`src/rtl/pt_walker.sv`:
```
module pt_walker (
  input  logic        clk,
  input  logic        rst_n,
  input  logic        req_valid,
  output logic        req_ready,
  input  logic [31:0] req_vaddr,
  input  logic        req_write,
  input  logic        req_user,
  input  logic [31:0] root_base,
  input  logic        paging_on,
  input  logic        big_pages_on,
  output logic        rsp_valid,
  output logic [31:0] rsp_paddr,
  output logic        rsp_fault,
  output logic        rsp_cause,
  output logic        rsp_level,
  output logic        mem_req,
  output logic [31:0] mem_addr,
  input  logic        mem_valid,
  input  logic [31:0] mem_data
);
  localparam int FP = 0;
  localparam int FW = 1;
  localparam int FU = 2;
  localparam int FBIG = 7;

  typedef enum logic [1:0] {IDLE, RD_DIR, RD_TBL, REPLY} st_t;
  st_t st;

  logic [31:0] va, base, pde;
  logic wr, usr, big_ok, deny;

  assign req_ready = (st == IDLE);
  assign mem_req   = (st == RD_DIR) || (st == RD_TBL);
  assign rsp_valid = (st == REPLY);
  assign mem_addr  = (st == RD_TBL) ? {pde[31:12], 12'h000} + {20'h0, va[21:12], 2'b00}
                                    : base + {20'h0, va[31:22], 2'b00};
  assign deny = (usr && !mem_data[FU]) || (wr && !mem_data[FW]);

  always_ff @(posedge clk) begin
    if (!rst_n) begin
      st <= IDLE;
      va <= '0;
      base <= '0;
      pde <= '0;
      wr <= 1'b0;
      usr <= 1'b0;
      big_ok <= 1'b0;
      rsp_paddr <= '0;
      rsp_fault <= 1'b0;
      rsp_cause <= 1'b0;
      rsp_level <= 1'b0;
    end else begin
      case (st)
        IDLE: if (req_valid) begin
          va <= req_vaddr;
          base <= root_base;
          wr <= req_write;
          usr <= req_user;
          big_ok <= big_pages_on;
          rsp_fault <= 1'b0;
          rsp_cause <= 1'b0;
          rsp_level <= 1'b0;
          if (!paging_on) begin
            rsp_paddr <= req_vaddr;
            st <= REPLY;
          end else begin
            rsp_paddr <= '0;
            st <= RD_DIR;
          end
        end
        RD_DIR: if (mem_valid) begin
          st <= REPLY;
          if (!mem_data[FP]) begin
            rsp_fault <= 1'b1;
          end else if (deny) begin
            rsp_fault <= 1'b1;
            rsp_cause <= 1'b1;
          end else if (big_ok && mem_data[FBIG]) begin
            rsp_paddr <= {mem_data[31:22], va[21:0]};
          end else begin
            pde <= mem_data;
            st <= RD_TBL;
          end
        end
        RD_TBL: if (mem_valid) begin
          st <= REPLY;
          rsp_level <= 1'b1;
          if (!mem_data[FP]) begin
            rsp_fault <= 1'b1;
          end else if (deny) begin
            rsp_fault <= 1'b1;
            rsp_cause <= 1'b1;
          end else begin
            rsp_paddr <= {mem_data[31:12], va[11:0]};
          end
        end
        default: st <= IDLE;
      endcase
    end
  end


  bypass_chk: assert property (@(posedge clk) disable iff (!rst_n)
    (req_valid && req_ready && !paging_on) |=>
      (rsp_valid && !rsp_fault && !mem_req && rsp_paddr == $past(req_vaddr)));


  absent_chk: assert property (@(posedge clk) disable iff (!rst_n)
    (mem_req && mem_valid && !mem_data[0]) |=> (rsp_valid && rsp_fault && !rsp_cause));


  hold_addr_chk: assert property (@(posedge clk) disable iff (!rst_n)
    (mem_req && !mem_valid) |=> (mem_req && $stable(mem_addr)));


  busy_chk: assert property (@(posedge clk) disable iff (!rst_n)
    (req_valid && req_ready && paging_on) |=> !req_ready);


  pulse_chk: assert property (@(posedge clk) disable iff (!rst_n)
    rsp_valid |=> !rsp_valid);


  zero_on_fault_chk: assert property (@(posedge clk) disable iff (!rst_n)
    (rsp_valid && rsp_fault) |-> (rsp_paddr == 32'h0));
endmodule

```
`config.mk`:
```
export PLATFORM = sky130hd
export DESIGN_NAME = pt_walker
export DESIGN_NICKNAME = d
export VERILOG_FILES = /design/src/rtl/pt_walker.sv
export SDC_FILE = /design/constraint.sdc
export NUM_CORES = 1
export LEC_CHECK = 0
export ABC_AREA = 1
export BUFFER_PORTS_ARGS = -buffer_cell sky130_fd_sc_hd__buf_2
export CORE_ASPECT_RATIO = 1.1
export CORE_MARGIN = 2
export CORE_UTILIZATION = 53
export CTS_CLUSTER_DIAMETER = 60
export DETAILED_ROUTE_END_ITERATION = 12
export PLACE_DENSITY = 0.78
export SLEW_MARGIN = 20
export SYNTH_ARGS = -nofsm -noshare
export SYNTH_HDL_FRONTEND = slang
export SYNTH_SLANG_ARGS = --single-unit
```
`constraint.sdc`:
```
create_clock -name clk -period 2.5 [get_ports clk]
set_clock_uncertainty 0.1 [all_clocks]
set_input_delay 0.25 -clock clk [delete_from_list [all_inputs] [get_ports clk]]
set_output_delay 0.25 -clock clk [all_outputs]
set_load 0.1 [all_outputs]
```
== After elaboration in Yosys (flattened, before gate mapping) ==
Cells that the tools add are included.
Storage, ports and cells
  register bits: 136
  logic and storage cells: 78
  bits of input ports: 104
  output and inout bits: 70
Cells by class
  bitwise gates (word level): 2
  multiplexer cells: 29
  eq/ne operators: 15
  add/sub/neg operators: 2
  reduce and logical (&&, ||, !) cells: 19
Operator list (count)
  32-bit 2-to-1 mux: 10
  32-bit case mux with 3 select lines: 1
  32-bit by 12-bit adder with 32-bit output: 2
  2-bit inequality test (second input constant): 7
  1-bit 2-to-1 mux: 10
  5-bit AND reduction: 2
  9-bit AND reduction: 1
  2-bit 2-to-1 mux: 4
  2-bit by 1-bit inequality test with 1-bit output (second input constant): 4
  1-bit case mux with 2 select lines: 3
  2-bit case mux with 3 select lines: 1
  3-bit AND reduction: 2
  2-bit == test (second input constant): 2
  4-bit AND reduction: 1
  2-bit nonzero test: 2
  1-bit logical AND: 3
  3-bit by 2-bit inequality test with 1-bit output (second input constant): 1
  3-bit nonzero test: 1
  2-bit by 1-bit == test with 1-bit output (second input constant): 1
  1-bit zero test: 2
  2-bit zero test: 1
  1-bit logical OR: 2
  1-bit inverter: 2
  2-bit AND reduction: 1
  2-bit OR reduction: 1

== Longest topological paths before layout ==
  depth in word-level cells: 7
  mapped depth: 13
  mapped depth without buffers: 13

== Least setup slack after synthesis ==
No wires, ideal clock.
  path type: register to output
  from: reg va[22]
  to: out mem_addr[6]
  path buffers: 0
  data arrival time: 3411 ps
  stages on the path, launching flop included: 7
  data required time: 2150 ps
  path slack: -1261 ps
  cells stage by stage: dfxtp_1 -> ha_1 -> fa_1 -> nand3_1 -> nand3_1 -> xnor2_1 -> o21ai_0
On the way
  longest elaborated chain between the ends: 2
Ends and longest elaborated chain
  from (decl): RTL line 30  | logic [31:0] va, base, pde;
  from (signal assigned): RTL line 56  | va <= req_vaddr;
  32-bit by 12-bit adder with 32-bit output: RTL line 37  | : base + {20'h0, va[31:22], 2'b00};
  32-bit 2-to-1 mux: RTL line 36  | assign mem_addr = (st == RD_TBL) ? {pde[31:12], 12'h000} + {20'h0, va[21:12], 2'b00}
  to (decl): RTL line 18  | output logic [31:0] mem_addr,
No other way between the ends.

== Final worst setup path ==
  from: reg va[22]
  to: out mem_addr[24]
The elaborated chain is that of the path after synthesis.

==> summary.md <==
The maximum level of the CTS H-tree came out at 4. The checks that failed: setup timing. In this run the static leakage power is 4.31 nW.

The flow ran to the end, but the final reports show violations. The overall power of the completed layout is 13.6 mW. The synthesized netlist occupies a cell area of 6590 µm². The later pin in the worst-skew pair is clocked with a latency of 0.43 ns. For the worst setup path, the data required time is 2.15 ns. The critical path endpoint category was an output port. The critical path is of the flip-flop to output port type. The tools report the number of routed nets with antenna violations as 0. Before antenna repair, the detailed router went through 7 iterations. The repair_antennas step left the layout with diodes totalling 0. The tools report the final count of hold timing violations as 0. The fraction of final layout cells sized beyond drive strength 1 was 30.3%; the maximum number of buffers from clock root to sink was 2. The average via count per standard cell works out to 5.60. The starting density of the core was 54.5%. Prior to clock tree synthesis, the placed netlist has a worst setup slack of 0.0108 ns. The met3 routed wirelength was 1720 µm; the number of synthesized register bits was 124. Growth of design area from synthesis to finish: 42.9%. After routing, the total negative slack on setup checks comes to -2.30 ns. For the total clock buffers created by CTS, the log shows 17. The worst path setup slack after routing came out at -0.245 ns. In the final routed layout, each cell accounts on average for 16.9 µm.

Setup repair after global routing could not meet its margin everywhere. For this run, the top clock speed supported by timing is 364 MHz. The final number of setup-violating endpoints was 16.

dfxtp_1 takes more of the synthesized area than any other cell. The overall overflow remaining after global route is 0. The run gives 35400 µm as the first-pass GRT wire length. The tools report the nature of the critical path startpoint as a flip-flop. Port buffering added 165 buffers. The global-route total usage across every layer was 34.5%. The tools report the routed via count as 7769.

Power spread over the standard cell area amounts to 1450 nW/µm². The tools report the cell count after synthesis as 1044. At the worst endpoint, the arrival time is 2.40 ns. For this run, design rule violations remaining after detail routing come to 0. TritonCTS built the clock tree. Counting every net in the synthesized netlist gives 1163. The floorplan core area is 12100 µm². In this run the worst hold path is classified as input pin to flip-flop.

In this run the biggest area consumer among cell types represents 37.7% of the synthesized area. In this run the core area contains 42 standard-cell rows. The weighted congestion at the end of routability-driven global placement was 0.992; the final cycle utilization of the critical path was 110%.

The initial antenna violation count is 0, and the sequential-to-total area share from yosys stat is 37.7%. By area the synthesized netlist is led by dfxtp_1, nor2_1, nand2_1. Measured on the finished design, the core utilization comes to 78.0%.

At the pin with the least slew margin, the transition time is 0.892 ns. The die covers 13300 µm². The detailed router finished its first iteration with 537 violations. For this run, the post-layout net count is 1341. In this run the vertical extent of the chip is 121 µm. Measured against its own limit, the worst slew margin works out to 40.5%. The logs give 1610 µV for the peak supply drop and 174 for the count of pins on the block boundary. The run gives 15400 µm as the half-perimeter wire length after detailed placement. The total area of sequential cells was 2510 µm²; the chip width was 110 µm. CTS saw 124 sinks. After detailed routing, the wire length on met1 is 9080 µm. The via count of the first global-routing pass is 7137, and the minimum clock period is 2.75 ns. Dividing the synthesized area by the synthesized cell count gives 6.31 µm².

The max-capacitance violation count is 0. In this run the worst path has a maximum fanout of 3. Number of pins with negative max-slew slack in the final report: 0.

After detailed routing, no signal wire sits above met4. Clock-pin slew was measured on the worst setup and hold paths at 0.06 ns. The fill cell instance count of the final layout was 924; the multi-input gate area in the final layout was 4120 µm².

The tools report the largest net degree at the start of global routing as 100. Buffer type at the clock tree root: clkbuf_16. Routed wire length on met2: 11500 µm.

The routed design has 23400 µm of wire. The Yosys step of the flow raised 0 warnings. The synthesized netlist contains 32 unique library cells.
-- final timing paths --
| kind | from | end | slack, ns | cells after the start |
|---|---|---|---|---|
| worst min-delay path | root_base[0] | base[0]$_SDFFE_PN0P_ | 0.0007 | 3 |
| worst min register to register | usr$_SDFFE_PN0P_ | usr$_SDFFE_PN0P_ | 0.36 | 2 |
| worst max register to register | st[0]$_SDFFE_PN0P_ | rsp_paddr[26]$_SDFFE_PN0P_ | 0.32 | 11 |
| worst max-delay path | va[22]$_SDFFE_PN0P_ | mem_addr[24] | -0.25 | 14 |
-- final cells by class --
class	instances	area share [%]
clock inverters	12	1.05
multi-input cells	787	43.8
repair buffers	215	18.7
flip-flops and latches	124	26.7
well taps	154	2.05
clock buffers	19	4.70
inverters	77	3.09
-- cell families (layout without fill, tap and decap cells) --
family,Yosys count,in the layout,share of synthesized area [%]
and+or+nand+nor,561,561,34.8
AOI/OAI and AO/OA,210,210,16.3
buffers and inverters,133,323,8.09
DFF,124,124,37.7
adders and majority gates,15,15,2.96
xor gates and xnor gates,1,1,0.133
-- layer usage --
| layer | global-route usage (%) | vias to the layer above |
|---|---|---|
| li1 | - | 3719 |
| met1 | 40.4 | 3588 |
| met2 | 58.1 | 362 |
| met3 | 8.43 | 100 |
| met4 | 16.8 | 0 |
| met5 | 0 | - |
-- worst max-delay path: stages, from the launching register on --
cell,delay (ns)
dfxtp_2,0.34
ha_4,0.17
fa_2,0.41
nand3_2,0.08
nand3_2,0.09
buf_6,0.15
nand2_4,0.06
nand2_4,0.06
nand3_4,0.07
nand2_2,0.08
nand2_2,0.08
nand2_2,0.06
nand2_2,0.06
nand2_2,0.07
buf_12,0.17
-- timing repair --
item / CTS / global route
endpoints found under the hold margin: 25 / 0
buffers inserted: 1 / 7
hold buffers: 25 / 0
pin swaps: 17 / 30
setup endpoints to repair: 26 / 28
gates resized for setup: 83 / 66
-- state kept, by name (all words and copies together) (netlist names) --
name       flops
rsp_fault      1
base          32
st             2
va            32
pde           20
usr            1
big_ok         1
rsp_cause      1
rsp_paddr     32
rsp_level      1
wr             1
-- metrics by stage --
step	cells	hold slack [ns]	area, µm²
after CTS	1381	0.000475	9150
after detailed placement	1324	0.351	8030
after floorplan	1044	0.317	6630
final	1388	0.000683	9420
after global placement	1324	0.341	8030
after global routing	1388	0.00580	9420
-- report_power, final --
group,internal (mW),switching (mW)
Clock,1.38,0.922
Sequential,2.55,0.436
Combinational,2.43,5.92
-- cells in the final DEF (no fill, tap or decap), drive strengths merged, types with 2 or more instances in the layout --
cell type / n
a221oi: 4
clkinv: 10
nor3: 7
or2: 9
nand4: 3
buf: 190
nand3b: 4
clkbuf: 19
o22ai: 3
dfxtp: 124
o21ai: 148
ha: 14
nor2: 236
dlygate4sd3: 25
a21oi: 53
nand2: 220
nand3: 80
inv: 77
and2: 2
-- cells in the mapped netlist --
master,n
nor2_1,234
clkbuf_1,41
or2_2,9
a21oi_1,53
a31oi_1,1
o21ai_2,1
nand2_1,220
nor2_4,2
clkinv_1,1
buf_2,5
o21a_1,1
and2_1,2
nor3_1,7
buf_6,3
ha_1,14
fa_1,1
nand3b_2,1
xnor2_1,1
clkbuf_2,2
o21ai_0,144
o22ai_1,3
nand3_1,79
buf_1,5
o21ai_1,3
inv_4,1
nand3b_1,3
a221oi_1,4
inv_2,2
dfxtp_1,124
nand4_1,3
nand3_4,1
inv_1,73
(Power assumes the default switching activity.)
